File: src/rtl/pwm_bank_pkg.sv
`timescale 1ns/1ps
package pwm_bank_pkg;

  localparam int CNT_W = 16;
  localparam int PRE_W = 10;
  localparam logic [1:0] LVL_HIGH = 2'b11;

  typedef struct packed {
    logic [CNT_W-1:0] off_cnt;
    logic [CNT_W-1:0] on_cnt;
  } duty_t;

  typedef struct packed {
    logic [2:0]       div_code;
    logic [1:0]       idle_lvl;
    logic [1:0]       act_lvl;
    logic [CNT_W-1:0] per_cnt;
  } per_cfg_t;

  // ratios 1,2,4,8,16 then 64,256,1024: shift = code below 5, else 2*code-4
  function automatic logic [PRE_W-1:0] div_limit(input logic [2:0] code);
    logic [3:0] sh;
    sh = (code < 3'd5) ? {1'b0, code} : ({code, 1'b0} - 4'd4);
    return PRE_W'((32'd1 << sh) - 32'd1);
  endfunction

endpackage

File: src/rtl/pwm_bank_regs.sv
`timescale 1ns/1ps
module pwm_bank_regs
  import pwm_bank_pkg::*;
#(
  parameter int NCH = 4,
  parameter int AW  = 8
) (
  input  logic                clk_i,
  input  logic                rst_ni,
  input  logic                we_i,
  input  logic [AW-1:0]       addr_i,
  input  logic [31:0]         wdata_i,
  output logic [31:0]         rdata_o,
  output logic [NCH-1:0]      en_o,
  output duty_t [NCH-1:0]     duty_o,
  output per_cfg_t            cfg_wr_o,
  output logic [NCH-1:0]      commit_o
);

  localparam int STRIDE  = 32;
  localparam int PER_OFS = 16;
  localparam int CFG_W   = $bits(per_cfg_t);
  localparam logic [AW-1:0] CTRL_A = '0;
  localparam logic [AW-1:0] SET_A  = AW'(4);
  localparam logic [AW-1:0] CLR_A  = AW'(8);

  logic [NCH-1:0]     en_q;
  logic [NCH-1:0]     hit_duty, hit_per;
  duty_t [NCH-1:0]    duty_q;
  per_cfg_t [NCH-1:0] per_q;

  function automatic logic [AW-1:0] duty_addr(input int n);
    return AW'(STRIDE * (n + 1));
  endfunction

  function automatic logic [AW-1:0] per_addr(input int n);
    return AW'(STRIDE * (n + 1) + PER_OFS);
  endfunction

  always_comb begin
    for (int n = 0; n < NCH; n++) begin
      hit_duty[n] = we_i && (addr_i == duty_addr(n));
      hit_per[n]  = we_i && (addr_i == per_addr(n));
    end
  end

  assign cfg_wr_o = per_cfg_t'(wdata_i[CFG_W-1:0]);

  always_ff @(posedge clk_i or negedge rst_ni) begin
    if (!rst_ni) begin
      en_q   <= '0;
      duty_q <= '0;
      per_q  <= '0;
    end else begin
      if (we_i && addr_i == SET_A)      en_q <= en_q | wdata_i[NCH-1:0];
      else if (we_i && addr_i == CLR_A) en_q <= en_q & ~wdata_i[NCH-1:0];
      for (int n = 0; n < NCH; n++) begin
        if (hit_duty[n]) duty_q[n] <= duty_t'(wdata_i);
        if (hit_per[n])  per_q[n]  <= cfg_wr_o;
      end
    end
  end

  always_comb begin
    rdata_o = '0;
    if (addr_i == CTRL_A) rdata_o = 32'(en_q);
    for (int n = 0; n < NCH; n++) begin
      if (addr_i == duty_addr(n)) rdata_o = duty_q[n];
      if (addr_i == per_addr(n))  rdata_o = 32'(per_q[n]);
    end
  end

  assign en_o     = en_q;
  assign duty_o   = duty_q;
  assign commit_o = hit_per;

endmodule

File: src/rtl/pwm_bank_presc.sv
`timescale 1ns/1ps
module pwm_bank_presc
  import pwm_bank_pkg::*;
(
  input  logic       clk_i,
  input  logic       rst_ni,
  input  logic       run_i,
  input  logic [2:0] div_code_i,
  output logic       tick_o
);

  logic [PRE_W-1:0] pre_q;
  logic [PRE_W-1:0] lim;

  assign lim    = div_limit(div_code_i);
  assign tick_o = run_i && (pre_q == lim);

  always_ff @(posedge clk_i or negedge rst_ni) begin
    if (!rst_ni)                pre_q <= '0;
    else if (!run_i || tick_o)  pre_q <= '0;
    else                        pre_q <= pre_q + 1'b1;
  end

endmodule

File: src/rtl/pwm_bank_chan.sv
`timescale 1ns/1ps
module pwm_bank_chan
  import pwm_bank_pkg::*;
(
  input  logic             clk_i,
  input  logic             rst_ni,
  input  logic             en_i,
  input  duty_t            duty_i,
  input  per_cfg_t         cfg_wr_i,
  input  logic             commit_i,
  output logic             pwm_o,
  output logic             tick_o,
  output logic [CNT_W-1:0] cnt_o,
  output logic [CNT_W-1:0] wk_per_o,
  output logic [CNT_W-1:0] wk_off_o,
  output logic [1:0]       wk_idle_o
);

  duty_t            stg_duty_q, wk_duty_q;
  per_cfg_t         stg_cfg_q, wk_cfg_q;
  logic             pend_q;
  logic [CNT_W-1:0] cnt_q;
  logic             tick, wrap, load, in_win;
  logic [1:0]       lvl;

  pwm_bank_presc u_presc (
    .clk_i      (clk_i),
    .rst_ni     (rst_ni),
    .run_i      (en_i),
    .div_code_i (wk_cfg_q.div_code),
    .tick_o     (tick)
  );

  assign wrap = tick && (cnt_q == wk_cfg_q.per_cnt);
  assign load = pend_q && (!en_i || wrap);

  // staged pair sealed by the period write, adopted at the wrap
  always_ff @(posedge clk_i or negedge rst_ni) begin
    if (!rst_ni) begin
      pend_q     <= 1'b0;
      stg_duty_q <= '0;
      stg_cfg_q  <= '0;
      wk_duty_q  <= '0;
      wk_cfg_q   <= '0;
    end else begin
      pend_q <= commit_i | (pend_q & ~load);
      if (commit_i) begin
        stg_duty_q <= duty_i;
        stg_cfg_q  <= cfg_wr_i;
      end
      if (load) begin
        wk_duty_q <= stg_duty_q;
        wk_cfg_q  <= stg_cfg_q;
      end
    end
  end

  always_ff @(posedge clk_i or negedge rst_ni) begin
    if (!rst_ni)      cnt_q <= '0;
    else if (!en_i)   cnt_q <= '0;
    else if (wrap)    cnt_q <= '0;
    else if (tick)    cnt_q <= cnt_q + 1'b1;
  end

  always_comb begin
    in_win = (wk_duty_q.off_cnt != '0) &&
             (cnt_q >= wk_duty_q.on_cnt) &&
             ((wk_duty_q.off_cnt >= wk_cfg_q.per_cnt) || (cnt_q < wk_duty_q.off_cnt));
    lvl    = (en_i && in_win) ? wk_cfg_q.act_lvl : wk_cfg_q.idle_lvl;
  end

  assign pwm_o     = (lvl == LVL_HIGH);
  assign tick_o    = tick;
  assign cnt_o     = cnt_q;
  assign wk_per_o  = wk_cfg_q.per_cnt;
  assign wk_off_o  = wk_duty_q.off_cnt;
  assign wk_idle_o = wk_cfg_q.idle_lvl;

endmodule

File: src/rtl/pwm_bank.sv
`timescale 1ns/1ps
module pwm_bank
  import pwm_bank_pkg::*;
#(
  parameter int NCH = 4,
  parameter int AW  = 8
) (
  input  logic           clk_i,
  input  logic           rst_ni,
  input  logic           we_i,
  input  logic [AW-1:0]  addr_i,
  input  logic [31:0]    wdata_i,
  output logic [31:0]    rdata_o,
  output logic [NCH-1:0] pwm_o
);

  logic [NCH-1:0]            en_w, commit_w, tick_w;
  duty_t [NCH-1:0]           duty_w;
  per_cfg_t                  cfg_wr_w;
  logic [NCH-1:0][CNT_W-1:0] cnt_w, per_w, off_w;
  logic [NCH-1:0][1:0]       idle_w;

  pwm_bank_regs #(.NCH(NCH), .AW(AW)) u_regs (
    .clk_i    (clk_i),
    .rst_ni   (rst_ni),
    .we_i     (we_i),
    .addr_i   (addr_i),
    .wdata_i  (wdata_i),
    .rdata_o  (rdata_o),
    .en_o     (en_w),
    .duty_o   (duty_w),
    .cfg_wr_o (cfg_wr_w),
    .commit_o (commit_w)
  );

  for (genvar n = 0; n < NCH; n++) begin : g_ch
    pwm_bank_chan u_chan (
      .clk_i     (clk_i),
      .rst_ni    (rst_ni),
      .en_i      (en_w[n]),
      .duty_i    (duty_w[n]),
      .cfg_wr_i  (cfg_wr_w),
      .commit_i  (commit_w[n]),
      .pwm_o     (pwm_o[n]),
      .tick_o    (tick_w[n]),
      .cnt_o     (cnt_w[n]),
      .wk_per_o  (per_w[n]),
      .wk_off_o  (off_w[n]),
      .wk_idle_o (idle_w[n])
    );
  end

endmodule

File: config.mk
export PLATFORM = sky130hd
export DESIGN_NAME = pwm_bank
export DESIGN_NICKNAME = d
export VERILOG_FILES = /design/src/rtl/pwm_bank_pkg.sv /design/src/rtl/pwm_bank_regs.sv /design/src/rtl/pwm_bank_presc.sv /design/src/rtl/pwm_bank_chan.sv /design/src/rtl/pwm_bank.sv
export SDC_FILE = /design/constraint.sdc
export NUM_CORES = 1
export LEC_CHECK = 0
export BUFFER_PORTS_ARGS = -buffer_cell sky130_fd_sc_hd__buf_2
export CAP_MARGIN = 20
export CORE_MARGIN = 5
export CORE_UTILIZATION = 35
export CTS_CLUSTER_SIZE = 30
export DETAILED_ROUTE_END_ITERATION = 6
export MAX_ROUTING_LAYER = met4
export PLACE_DENSITY_LB_ADDON = 0.12
export REMOVE_ABC_BUFFERS = 1
export SKIP_CTS_REPAIR_TIMING = 1
export SLEW_MARGIN = 20
export SYNTH_ARGS = -nofsm -noshare
export SYNTH_HDL_FRONTEND = slang
export SYNTH_SLANG_ARGS = --single-unit
File: constraint.sdc
create_clock -name clk_i -period 10.06 [get_ports clk_i]
set_input_delay 1.006 -clock clk_i [delete_from_list [all_inputs] [get_ports clk_i]]
set_output_delay 1.006 -clock clk_i [all_outputs]
set_load 0.05 [all_outputs]
==> metrics <==
CTS Buf Count=80; share of cells above drive strength 1=a little under a quarter; status=finished, final reports clean; Post-synth EDFFs=0; mux cell area share after synthesis=17.73%; vias in the first global route=23527; overall routed net length=~100000 um; Final period util=between 40% and 50%; WL per Instance=roughly 23 um; Yosys reg bits=680; crit path DAT=4.01 ns; XOR/XNOR Fraction of Synth Area=3.314%; Static Leak=roughly 19 nW; worst reg2reg path endpoint=g_ch[3].u_chan.wk_per_o[13]$_DFFE_PN0P_; Vias=~23000; Critical Path Sink Type=output pin; DRC viols=0; remaining antenna violation count=0; routability cong.=0.9010; Pwr per Cell Area=around 180 nW/um2; Initial Utilization=about a third; Simple-Gate Fraction of Synth Area=about 8.5%; adder-cell share of the synthesized area=between 7 and 8%; critical path required time=about 9 ns; Critical R2R Launch=g_ch[3].u_chan.wk_cfg_q[21]$_DFFE_PN0P_; Rows=roughly 110; critical path class=reg -> out; initial drt markers=approximately 1700; HP Class=in -> async; Final Max Tran Viols=0; height of the die=322.1 um; post-synthesis cell count=~3000; Die Wd=about 320 um; R2R setup slack=~5 ns; pin count of the biggest net entering global routing=146; r2r worst-path depth=12; initial antenna violation count=4; hold slack=between 0.2 and 0.25 ns; GRT Total Usage=19.60%; Peak supply drop=approximately 0.00011 V; vias per cell=approximately 5.3; Final Hold Fails=0; max_cap viols=0; Slew @ Worst Pin=~1.1 ns; Die ar.=103800 um2; Mean Syn Cell Area=~12 um2; Cell Area, Placed=between 30000 and 40000 um2; clk sinks=680; post-synth cell types=71; Clk Latency, worst-skew pair=0.65 ns; synthesized area=around 34000 um2; Core Area=slightly below 100000 um2; post-place setup slack=between 5 and 6 ns; Layout area overhead=13.73%; Top-Level Pins=79; htree depth=3; first-pass iteration count of the detailed router=7; Synth Flop Type=dfrtp_1; Final Cell Area=between 30000 and 40000 um2; Fmax achieved=around 200 MHz; port bufs=between 70 and 80; setup violators final=0; Setup WS post-layout=about 5 ns; register area share after synthesis=49.91%; root buf cell=clkbuf_16; Overflow after GRT=0; first-pass GRT wire length=between 150000 and 200000 um; Synth area leaders=dfrtp_1 50%, mux2_2 15%, ha_1 7.3%, inv_1 2.4%, mux2_1 2.2%; CTS tree=built; hpwl dp=72050 um; Util after Layout=40.09%; fill count=a little over 9000; compound-gate portion of the synthesized area=under 10%; synth warn=0; Max-slew headroom=approximately a quarter; Final #Nets=~3300; Clock Skews=approximately 0.034 ns; Reg clk slew, reported paths=0.06 ns; setup TNS=0 ns; post-synthesis async set-or-reset flop share=100.0%; Worst Path Max Fanout=7; fin crit period=roughly 5.0 ns; CTS max path bufs=3; top cell type by total area after synthesis=dfrtp_1; top cell type's share of synthesized area=about half; RSZ-0062 raised after global routing=no; main combinational cell family by area after synthesis=multiplexers; Critical Path Start Type=register
[where the power goes]
group	internal [mW]	switching [mW]	leakage, nW
clock network	2.03	1.20	1.46
registers	2.81	0.122	9.43
logic	0.241	0.453	8.21
total	5.08	1.78	19.1
[per-stage QoR]
| step | instances | total power, mW |
|---|---|---|
| after detailed placement | 4200 | 3.680 |
| after global routing | 4346 | 7.155 |
| after CTS | 4344 | 6.946 |
| after global placement | 4200 | 3.664 |
| final | 4347 | 6.863 |
| after floorplan | 2815 | 3.363 |
[how the worst max path moves through the flow]
stage / slack, ns / to / depth (start not counted) / start
floorplan: 4.99 / rdata_o[0] / 7 / addr_i[1]
global placement: 5.25 / g_ch[3].u_chan.wk_off_o[14]$_DFFE_PN0P_ / 12 / g_ch[3].u_chan.wk_cfg_q[21]$_DFFE_PN0P_
detailed placement: 5.11 / g_ch[3].u_chan.wk_off_o[14]$_DFFE_PN0P_ / 12 / g_ch[3].u_chan.wk_cfg_q[21]$_DFFE_PN0P_
CTS: 4.93 / pwm_o[0] / 9 / g_ch[0].u_chan.cnt_o[6]$_DFFE_PN0P_
global route: 4.73 / pwm_o[0] / 9 / g_ch[0].u_chan.cnt_o[5]$_DFFE_PN0P_
finish: 5.04 / pwm_o[0] / 9 / g_ch[0].u_chan.cnt_o[6]$_DFFE_PN0P_
[critical path, stage by stage, from the launching register on]
cell	delay, ns
dfrtp_1	0.46
ha_1	0.35
and4_1	0.20
a2111oi_0	0.35
o21ai_0	0.22
a221oi_1	0.32
o21ai_0	0.16
a221oi_1	0.64
mux2i_1	0.35
buf_2	0.32
[cell type report]
cell class                      instances  area, um2  share of cell area (%)
Sequential cell                       680      17020                   43.89
Inverter                              217      814.5                   2.101
Antenna cell                            2      5.005                 0.01291
Multi-Input combinational cell       1918      15700                   40.48
Clock inverter                         28      558.0                   1.439
Tap cell                             1276       1597                   4.117
Clock buffer                          116       2410                   6.215
Timing Repair Buffer                  110      676.9                   1.746
[placed cells by master (no fill, tap or decap), types with 29 or more instances in the layout]
cell         n
o21ai_0    134
dfrtp_1    680
nor2_1     110
a21o_1      50
mux2_2     460
a21oi_1     68
nand2_1    176
nor4_1      31
nand3_1     79
xor2_1      66
a22oi_1     44
nor3_1      38
clkbuf_16   82
buf_4       29
ha_1       200
mux2_1      66
xnor2_1     63
nand4_1     55
inv_1      216
and3_1      31
buf_2       77
[registers in the layout, summed over array words and instances, names as in the netlist, named ones only]
| name | flops |
|---|---|
| g_ch.u_chan.u_presc.pre_q | 40 |
| g_ch.u_chan.wk_per_o | 64 |
| g_ch.u_chan.wk_idle_o | 8 |
| g_ch.u_chan.wk_duty_q | 64 |
| g_ch.u_chan.cnt_o | 64 |
| g_ch.u_chan.stg_duty_q | 128 |
| u_regs.duty_o | 128 |
| g_ch.u_chan.stg_cfg_q | 92 |
| g_ch.u_chan.pend_q | 4 |
| g_ch.u_chan.wk_cfg_q | 20 |
| g_ch.u_chan.wk_off_o | 64 |
[logic make-up (layout without fill, tap and decap cells)]
group                    count (synthesis)  in the layout
other                                    0              2
multiplexers                           538            538
XOR/XNOR                               129            129
adder cells (fa/ha/maj)                201            201
buffers and inverters                  349            471
AO/OA/AOI/OAI                          452            452
flip-flops                             680            680
AND/OR/NAND/NOR                        598            598
[cells in the mapped netlist, drive strengths merged (33+ instances only)]
master	n
nand2	182
ha	200
xor2	66
buf	33
o21ai	134
mux2	526
clkbuf	99
dfrtp	680
xnor2	63
inv	216
a22oi	44
nor3	42
nand3	79
nand4	55
nor2	114
a21o	50
a21oi	68
[routing by layer]
| layer | global-route usage (%) | wire length (um) | vias up |
|---|---|---|---|
| li1 | - | - | 10701 |
| met5 | - | 0 | - |
| met1 | 28.83 | 49350 | 11887 |
| met4 | 4.679 | 2384 | 0 |
| met2 | 28.92 | 43390 | 499 |
| met3 | 2.520 | 3795 | 133 |
Note: power is estimated with default switching activity, not from simulation.
